<file path="config.mk">
export PLATFORM = sky130hd
export DESIGN_NAME = mpf_addr_filter
export DESIGN_NICKNAME = d
export VERILOG_FILES = /design/src/rtl/mpf_pkg.sv /design/src/rtl/mpf_cfg_regs.sv /design/src/rtl/mpf_match.sv /design/src/rtl/mpf_fsm.sv /design/src/rtl/mpf_addr_filter.sv
export SDC_FILE = /design/constraint.sdc
export NUM_CORES = 1
export LEC_CHECK = 0
export ABC_AREA = 1
export BUFFER_PORTS_ARGS = -buffer_cell sky130_fd_sc_hd__buf_2
export CAP_MARGIN = 20
export CORE_ASPECT_RATIO = 1.1
export CORE_MARGIN = 10
export CORE_UTILIZATION = 45
export DETAILED_ROUTE_END_ITERATION = 10
export MAX_ROUTING_LAYER = met4
export PLACE_DENSITY = 0.7
export SLEW_MARGIN = 25
export SYNTH_ARGS = -nofsm -noshare
export SYNTH_HDL_FRONTEND = slang
export SYNTH_SLANG_ARGS = --single-unit
</file>
<file path="constraint.sdc">
create_clock -name clk -period 1.5 [get_ports clk]
set_input_delay 0.375 -clock clk [delete_from_list [all_inputs] [get_ports clk]]
set_output_delay 0.375 -clock clk [all_outputs]
set_load 0.05 [all_outputs]
</file>
<file path="src/rtl/mpf_pkg.sv">
package mpf_pkg;

    typedef enum logic [1:0] {
        ST_PASS   = 2'd0,
        ST_HUNT   = 2'd1,
        ST_SELECT = 2'd2
    } filt_state_e;

    localparam logic CFG_SEL_ADDR = 1'b0;
    localparam logic CFG_SEL_MASK = 1'b1;

endpackage

</file>
<file path="src/rtl/mpf_cfg_regs.sv">
module mpf_cfg_regs #(
    parameter int DATA_W = 8
) (
    input  logic              clk,
    input  logic              rst_n,
    input  logic              we,
    input  logic              sel,
    input  logic [DATA_W-1:0] wdata,
    output logic [DATA_W-1:0] node_addr,
    output logic [DATA_W-1:0] node_mask
);
    import mpf_pkg::*;

    always_ff @(posedge clk) begin
        if (!rst_n) begin
            node_addr <= '0;
            node_mask <= '0;
        end else if (we) begin
            if (sel == CFG_SEL_MASK) begin
                node_mask <= wdata;
            end else begin
                node_addr <= wdata;
            end
        end
    end

endmodule

</file>
<file path="src/rtl/mpf_match.sv">
module mpf_match #(
    parameter int DATA_W = 8
) (
    input  logic [DATA_W-1:0] rx_byte,
    input  logic [DATA_W-1:0] node_addr,
    input  logic [DATA_W-1:0] node_mask,
    output logic              hit
);
    logic [DATA_W-1:0] own_ok;
    logic [DATA_W-1:0] bcast_ok;

    // Per-bit verdicts: a bit passes the own-address test when it is
    // insignificant or equal; it passes the broadcast test when the
    // OR-pattern bit is 0 (don't-care) or the received bit is 1.
    for (genvar i = 0; i < DATA_W; i++) begin : g_bit
        assign own_ok[i]   = !node_mask[i] || (rx_byte[i] == node_addr[i]);
        assign bcast_ok[i] = rx_byte[i] || !(node_addr[i] || node_mask[i]);
    end

    assign hit = (&own_ok) || (&bcast_ok);

endmodule

</file>
<file path="src/rtl/mpf_fsm.sv">
module mpf_fsm #(
    parameter int DATA_W = 8
) (
    input  logic              clk,
    input  logic              rst_n,
    input  logic              mp_mode_en,
    input  logic              rx_valid,
    input  logic              rx_bit9,
    input  logic [DATA_W-1:0] rx_data,
    input  logic              hit,
    output logic              fw_valid,
    output logic [DATA_W-1:0] fw_data,
    output logic              addr_hit,
    output logic              selected
);
    import mpf_pkg::*;

    filt_state_e state_q, state_n;
    logic        is_addr;

    assign is_addr = rx_valid && rx_bit9;

    // Next-state selection
    always_comb begin
        state_n = state_q;
        unique case (state_q)
            ST_PASS: begin
                if (mp_mode_en) begin
                    state_n = (is_addr && hit) ? ST_SELECT : ST_HUNT;
                end
            end
            ST_HUNT: begin
                if (!mp_mode_en) begin
                    state_n = ST_PASS;
                end else if (is_addr && hit) begin
                    state_n = ST_SELECT;
                end
            end
            ST_SELECT: begin
                if (!mp_mode_en) begin
                    state_n = ST_PASS;
                end else if (is_addr && !hit) begin
                    state_n = ST_HUNT;
                end
            end
            default: state_n = ST_PASS;
        endcase
    end

    // State register
    always_ff @(posedge clk) begin
        if (!rst_n) begin
            state_q <= ST_PASS;
        end else begin
            state_q <= state_n;
        end
    end

    // Output register
    always_ff @(posedge clk) begin
        if (!rst_n) begin
            fw_valid <= 1'b0;
            fw_data  <= '0;
            addr_hit <= 1'b0;
        end else begin
            fw_valid <= rx_valid &&
                        (!mp_mode_en || (!rx_bit9 && state_q == ST_SELECT));
            if (rx_valid) begin
                fw_data <= rx_data;
            end
            addr_hit <= mp_mode_en && is_addr && hit;
        end
    end

    assign selected = (state_q == ST_SELECT);

endmodule

</file>
<file path="src/rtl/mpf_addr_filter.sv">
module mpf_addr_filter #(
    parameter int DATA_W = 8
) (
    input  logic              clk,
    input  logic              rst_n,
    input  logic              cfg_we,
    input  logic              cfg_sel,
    input  logic [DATA_W-1:0] cfg_wdata,
    input  logic              mp_mode_en,
    input  logic              rx_valid,
    input  logic              rx_bit9,
    input  logic [DATA_W-1:0] rx_data,
    output logic              fw_valid,
    output logic [DATA_W-1:0] fw_data,
    output logic              addr_hit,
    output logic              selected
);
    logic [DATA_W-1:0] node_addr;
    logic [DATA_W-1:0] node_mask;
    logic              hit;

    mpf_cfg_regs #(.DATA_W(DATA_W)) u_regs (
        .clk       (clk),
        .rst_n     (rst_n),
        .we        (cfg_we),
        .sel       (cfg_sel),
        .wdata     (cfg_wdata),
        .node_addr (node_addr),
        .node_mask (node_mask)
    );

    mpf_match #(.DATA_W(DATA_W)) u_match (
        .rx_byte   (rx_data),
        .node_addr (node_addr),
        .node_mask (node_mask),
        .hit       (hit)
    );

    mpf_fsm #(.DATA_W(DATA_W)) u_fsm (
        .clk        (clk),
        .rst_n      (rst_n),
        .mp_mode_en (mp_mode_en),
        .rx_valid   (rx_valid),
        .rx_bit9    (rx_bit9),
        .rx_data    (rx_data),
        .hit        (hit),
        .fw_valid   (fw_valid),
        .fw_data    (fw_data),
        .addr_hit   (addr_hit),
        .selected   (selected)
    );

endmodule

</file>
# [Word-level counts from Yosys, hierarchy flattened]
# Cells that the tools add are included.
[word_totals] regBits=28 in_bits=23 output_inout_bits=11 elab_cells=85
[op_classes] n_eq_ne=13 mux=7 n_bitwise=1 n_reduce_logical=58
[op_table] op="$logic_or A1 B1 Y1" count=26
[op_table] op="$logic_not A1 Y1" count=19
[op_table] op="$reduce_and A8 Y1" count=2
[op_table] op="$mux W2" count=6
[op_table] op="$eq A1 B1 Y1" count=8
[op_table] op="$logic_and A1 B1 Y1" count=7
[op_table] op="$ne A3 B2 Y1 const B" count=2
[op_table] op="$pmux W2 S3" count=1
[op_table] op="$reduce_and A2 Y1" count=2
[op_table] op="$reduce_and A3 Y1" count=1
[op_table] op="$eq A2 B1 Y1 const B" count=1
[op_table] op="$eq A2 B2 Y1 const B" count=1
[op_table] op="$logic_not A2 Y1" count=1
[op_table] op="$ne A2 B2 Y1 const B" count=1
[op_table] op="$not A1 Y1" count=1

# [Depth between registers and ports, before layout]
# Gate-level depths: netlist of run 1.
[logic_depth] word_depth=10 depth_mapped=13 depth_no_buf=13

# [Hierarchy]
# Synthesis of run 1 repeated with hierarchy kept, for this count alone.
[unflattened] hier_cells=220 hier_area_um2=1448.9
[modules_own_cells] module="mpf_cfg_regs" instances=1 cells_per_inst=88 area_per_inst_um2=709.4 seq_area_each_um2=320.3
[modules_own_cells] module="mpf_fsm" instances=1 cells_per_inst=69 area_per_inst_um2=478.0 seq_area_each_um2=240.2
[modules_own_cells] module="mpf_match" instances=1 cells_per_inst=63 area_per_inst_um2=261.5 seq_area_each_um2=0.0

# [Worst setup path before layout of run 1]
# No wires, ideal clock.
[synth_path] kind="register -> output" startpoint="reg u_fsm.state_q[1]" endpoint="out selected" arrival_ns=1.017 required_ns=1.125 slack_ns=0.108 stages_incl_launch_ff=3 path_buffers=0 cell_sequence="dfxtp_1 -> inv_1 -> nor2_1"
[synth_via] elab_chain_cells=1
[synth_lines] element="start: declaration" line="mpf_fsm.sv:18" text="filt_state_e state_q, state_n;"
[synth_lines] element="start signal: assignment" line="mpf_fsm.sv:55" text="state_q <= state_n;"
[synth_lines] element="$eq A2 B2 Y1" line="mpf_fsm.sv:75" text="assign selected = (state_q == ST_SELECT);"
[synth_lines] element="end: declaration" line="mpf_addr_filter.sv:16" text="output logic selected"
# No other way between the ends.

# [Worst setup path after layout of run 1]
# Ends and elaborated chain as after synthesis.

==> flow_summary.ini, run 1 <==
[status]
status = complete, no violations

[die]
dieArea_um2 = 5395
initial_core_util = 0.4668
placementRows = 20
die_w_um = 70.95
ioPinCount = 34
dieHeight_um = 76.05
core_area_um2 = 2753

[synthesis]
synth-seq-area-share = 0.4362
synth-compound-area-share = 0.1986
synth_top_cell_by_area = dfxtp_1
synth_fp_nets = 211
yosysTopAreaCellShare = 0.4362
synthTopCellsByArea = dfxtp_1, o21ai_0, nand2_1
synth_top_family_by_area = simple AND/OR/NAND/NOR gates
synth_area_um2 = 1285
synth_top_flop_cell = dfxtp_1
syn_inst = 188
ys_types = 17
synth-xor-area-share = 0
synth_edf_count = 0
synth_fa_ha_area_frac = 0
synth_mux_area_frac = 0
yosys_warnings = 0
syn_avg_cell_area_um2 = 6.835
synth_simple_gate_area_frac = 0.2600
synth_seq_cells = 28
async_flop_share = 0

[hold_path]
hold_class = input port to flip-flop
holdCritStartpoint = rx_data[0]

[worst_setup_path]
arrival_ns = 1.05
critical_path.startpoint = u_fsm.state_q[1]
max_stage_delay_ns = 0.36
regToRegStartpoint = u_regs.node_addr[7]
worstPathCellList = inv_1, nor2_1, buf_4
end_kind = primary output
required_ns = 1.12
start_kind = flip-flop
path_max_fanout = 4
critPathKind = flip-flop to primary output
cp_slowest_cell = dfxtp_1

[routing]
wl_per_cell_um = 12.11
vias = 1263
vias_per_cell = 4.858
drc = 0
first_pass_iters = 4
drt_iter0_markers = 71
routed_wl_um = 3148
ant_nets = 0

[timing]
max_slew.worst_pin.slew_ns = 0.3326
maxSlewHeadroom = 0.7765
fmax_mhz = 702.2
slew_violations = 0
setup_violations = 0
tns_ns = 0
fin_hold_ws_ns = 0.2957
fin_crit_sh = 0.9494
hold_viol_final = 0
fin_crit_ns = 1.424
finClkSkew_ns = 0.003205

[cts]
h-tree-depth = 1
cts.sinks = 28
clockBufferDepth = 2
clkTransAtPathRegs_ns = 0.15
clk_latency_ns = 0.32
cts_tree = yes
numCtsBuffers = 3
cts_hold_buf = 0
cts_root_buf = clkbuf_4

[finish]
drive_gt1_frac = 0.3524
antenna_cells = 0
final_common_cell = buf_2
nFillCells = 301
finalNetCount = 251
final_cell_area_um2 = 1612
final_cell_mix = buf_2, nand2_1, nor2_1, o21ai_0, dfxtp_1
area_growth_pct = 25.41

[global_route]
grt_start_max_net_pins = 18
track_usage = 0.1134
grt_overflow = 0
grt_pass1_wl_um = 5112
grt_pass1_vias = 1213
antenna_found_initial = 0

[pwr]
powerDensity_nw_per_um2 = 998.6
p_leak_uw = 0.0008150
finalPower_uw = 1609
ir_drop_mv = 0.6598

[placed_design]
routabilityCongestion = 0.7445
hpwl_um = 2422
port_buffers = 33
placed_area_um2 = 1501

[job]
maxCapViolations = 0
-- flip-flops by register name, summed over array words and instances, names as in the netlist --
name              flops
u_fsm.addr_hit        1
u_fsm.fw_data         8
u_fsm.fw_valid        1
u_fsm.state_q         2
u_regs.node_addr      8
u_regs.node_mask      8
-- per-layer routing --
| metal | vias up | track usage | share of wire |
|---|---|---|---|
| li1 | 684 | - | - |
| met1 | 552 | 0.1305 | 0.45 |
| met2 | 25 | 0.1836 | 0.49 |
| met3 | 2 | 0.02604 | 0.052 |
| met4 | 0 | 0.04651 | 0.0060 |
| met5 | - | - | 0 |
-- stage by stage --
stage	utilization	setup WS, ns	cells
6_report	0.5855	0.07597	260
5_1_grt	0.5855	-0.03962	260
4_1_cts	0.5586	0.01798	257
3_5_place_dp	0.5455	0.01280	253
3_3_place_gp	0.5455	0.04125	253
2_1_floorplan	-	0.1077	188
-- Yosys cell counts (2+ instances only) --
cell,n
nand2_1,29
inv_1,22
dfxtp_1,28
nand2_2,5
o21ai_1,6
nand3_1,11
clkbuf_1,4
inv_2,4
o21ai_0,26
nor2_1,27
a21oi_1,17
nor3_1,3
nor2_2,2
-- worst max-delay path: cells and delay by family, from the launching register on --
kind | cells | cell delay, ns
simple gates | 1 | 0.09
flops | 1 | 0.36
buf+inv | 2 | 0.28
-- final timing paths --
kind / depth (start not counted) / slack, ns / endpoint
hold / removal: 3 / 0.30 / u_fsm.fw_data[0]
hold reg to reg: 2 / 0.47 / u_regs.node_addr[3]
setup / recovery: 3 / 0.08 / selected
setup reg to reg: 13 / 0.12 / u_fsm.state_q[1]
-- power by group --
group | switching, µW | internal, µW
sequential | 40.8 | 801
clock | 214 | 148
combinational | 257 | 148
total | 512 | 1100
-- cell families (layout without fill, tap and decap cells) --
group	after synthesis	count (layout)
AO/OA/AOI/OAI	50	50
buffers and inverters	32	71
flip-flops	28	28
AND/OR/NAND/NOR	78	78
-- layout make-up --
type	count	area (µm²)	area share
Multi-Input combinational cell	128	629.4	0.3905
Sequential cell	28	569.3	0.3533
Timing Repair Buffer	40	220.2	0.1366
Inverter	27	115.1	0.07143
Tap cell	33	41.29	0.02562
Clock buffer	4	36.28	0.02252
-- what timing repair did --
| item | in CTS | in global routing |
|---|---|---|
| gates resized for setup | 0 | 27 |
| setup endpoints to repair | 0 | 3 |
| buffers inserted | 0 | 3 |
No activity file was read; power rests on OpenSTA's default activity.
==> run 2, diff against run 1 <==
==> constraint.sdc (replaced) <==
create_clock -name clk -period 1.5 [get_ports clk]
set_input_delay 0.375 -clock clk [delete_from_list [all_inputs] [get_ports clk]]
set_output_delay 0.375 -clock clk [all_outputs]
set_load 0.005 [all_outputs]
==> run 2 against run 1 <==
  * Maximum frequency up 3.5%
  * Global-route usage unchanged
  * Core utilization fell by 0.091 points
  * Die area is the same
  * Critical endpoint is now u_fsm.state_q[1]
  * Critical path type is now flip-flop to flip-flop
  * Combinational power down 17%
  * Critical path depth is 10 higher
  * Register-to-register slack about the same
  * Cell area is 0.16% lower
  * First-iteration DRC count unchanged
  * Count of clock-buffer cells in the layout is the same
==> flow_summary.ini, run 2 (synthesis results as in run 1) <==
[status]
status = complete, no violations

[worst_setup_path]
rrSetupSlack_ns = 0.12
cpMostUsedCell = nand2_2
r2r_end = u_fsm.state_q[1]
worstPathCellList = inv_2, nand2_1, nand3_2, nand2_1, nor2_2, nand2_2, nand2_2, nand2_2, nand2_2, nand3_2, nor2_2, nor2_1, nor2_1
critPathTopFamily = simple AND/OR/NAND/NOR gates
arrival_ns = 1.65
max_stage_delay_ns = 0.36
crit_buf_inv = 1
required_ns = 1.77
crit_cells = 13
path_max_fanout = 3
start_kind = flip-flop
cp_slowest_cell = dfxtp_2
crit_end = u_fsm.state_q[1]
critPathKind = flip-flop to flip-flop
critical_path.startpoint = u_regs.node_addr[7]
end_kind = flip-flop
regToRegStartpoint = u_regs.node_addr[7]
reg2reg_depth = 13

[pwr]
powerDensity_nw_per_um2 = 957.2
ir_drop_mv = 0.6510
p_leak_uw = 0.0008151

[global_route]
grt_pass1_wl_um = 5112
antenna_found_initial = 0
grt_pass1_vias = 1213
grt_overflow = 0
track_usage = 0.1134
grt_start_max_net_pins = 18

[placed_design]
numPlacedInstances = 253
routabilityCongestion = 0.7445
hpwl_um = 2422
place_ws_ns = 0.01280
port_buffers = 33

[die]
dieHeight_um = 76.05
core_area_um2 = 2753
initial_core_util = 0.4668
ioPinCount = 34
die_w_um = 70.95
dieArea_um2 = 5395
placementRows = 20

[timing]
tns_ns = 0
hold_viol_final = 0
fmax_mhz = 727.1
slew_violations = 0
fin_crit_ns = 1.375
max_slew.worst_pin.slew_ns = 0.3326
maxSlewHeadroom = 0.7765
worst_slack_ns = 0.1246
setup_violations = 0
fin_crit_sh = 0.9169
finClkSkew_ns = 0.003205

[finish]
final_common_cell = buf_2
antenna_cells = 0
area_growth_pct = 25.22
drive_gt1_frac = 0.3524
top_regs = u_fsm.fw_data x8, u_regs.node_addr x8, u_regs.node_mask x8
final_cell_mix = buf_2, nand2_1, nor2_1, o21ai_0, dfxtp_1
finalNetCount = 251
finalNonFillerCells = 260

[routing]
vias = 1263
drc = 0
wl_per_cell_um = 12.11
vias_per_cell = 4.858
routed_wl_um = 3148
first_pass_iters = 4
ant_nets = 0
drt_iter0_markers = 71

[cts]
h-tree-depth = 1
numCtsBuffers = 3
cts.sinks = 28
cts_tree = yes
cts_root_buf = clkbuf_4
cts_hold_buf = 0
clkTransAtPathRegs_ns = 0.15
clk_latency_ns = 0.32
clockBufferDepth = 2

[job]
maxCapViolations = 0

[hold_path]
hold_class = input port to flip-flop
==> run 2: cell count changes in the layout (fill, tap and decap cells not counted) <==
cell   change
buf_2      +1
buf_4      -1
==> run 2: repair_timing <==
item,CTS,global route
gates resized for setup,0,25
buffers inserted,0,3
endpoints found under the setup margin,0,2
==> run 2: where the power goes <==
| part | switching (µW) | internal (µW) | total [µW] |
|---|---|---|---|
| combinational | 190 | 145 | 336 |
| sequential | 40.8 | 801 | 842 |
| clock | 214 | 148 | 362 |
==> run 2: final cells by class <==
cell class / instances / area, µm²
clock buffers: 4 / 36.28
fillers: 302 / 1144
inverters: 27 / 115.1
multi-input cells: 128 / 629.4
flip-flops and latches: 28 / 569.3
well taps: 33 / 41.29
repair buffers: 40 / 217.7
==> run 2: per-layer routing <==
layer  GRT usage  vias to the layer above  share of wire
met5           -                        -              0
met4     0.04651                        0         0.0060
met3     0.02604                        2          0.052
met2      0.1836                       25           0.49
met1      0.1305                      552           0.45
li1            -                      684              -
==> run 2: worst min-delay path by stage <==
stage                        start                   to  slack (ns)  depth (start not counted)
2_1_floorplan  u_regs.node_addr[4]  u_regs.node_addr[4]        0.45                          2
3_3_place_gp   u_regs.node_addr[4]  u_regs.node_addr[4]        0.46                          2
3_5_place_dp   u_regs.node_addr[5]  u_regs.node_addr[5]        0.47                          2
4_1_cts                 rx_data[0]     u_fsm.fw_data[0]        0.29                          3
5_1_grt                 rx_data[0]     u_fsm.fw_data[0]        0.30                          3
6_report                rx_data[0]     u_fsm.fw_data[0]        0.30                          3
==> run 2: worst register-to-register path, stage by stage, from the launching register on <==
cell and delay, ns:
dfxtp_2 0.36, inv_2 0.05, nand2_1 0.06, nand3_2 0.07, nand2_1 0.07, nor2_2 0.11, nand2_2 0.07, nand2_2 0.08
nand2_2 0.07, nand2_2 0.09, nand3_2 0.09, nor2_2 0.11, nor2_1 0.04, nor2_1 0.08
==> run 2: stage by stage <==
step           hold WS [ns]  cell area [µm²]    util  power (µW)
2_1_floorplan        0.4498             1285       -        1052
3_3_place_gp         0.4593             1501  0.5455        1153
3_5_place_dp         0.4740             1501  0.5455        1160
4_1_cts              0.2918             1538  0.5586        1516
5_1_grt              0.2981             1609  0.5845        1620
6_report             0.2957             1609  0.5845        1540
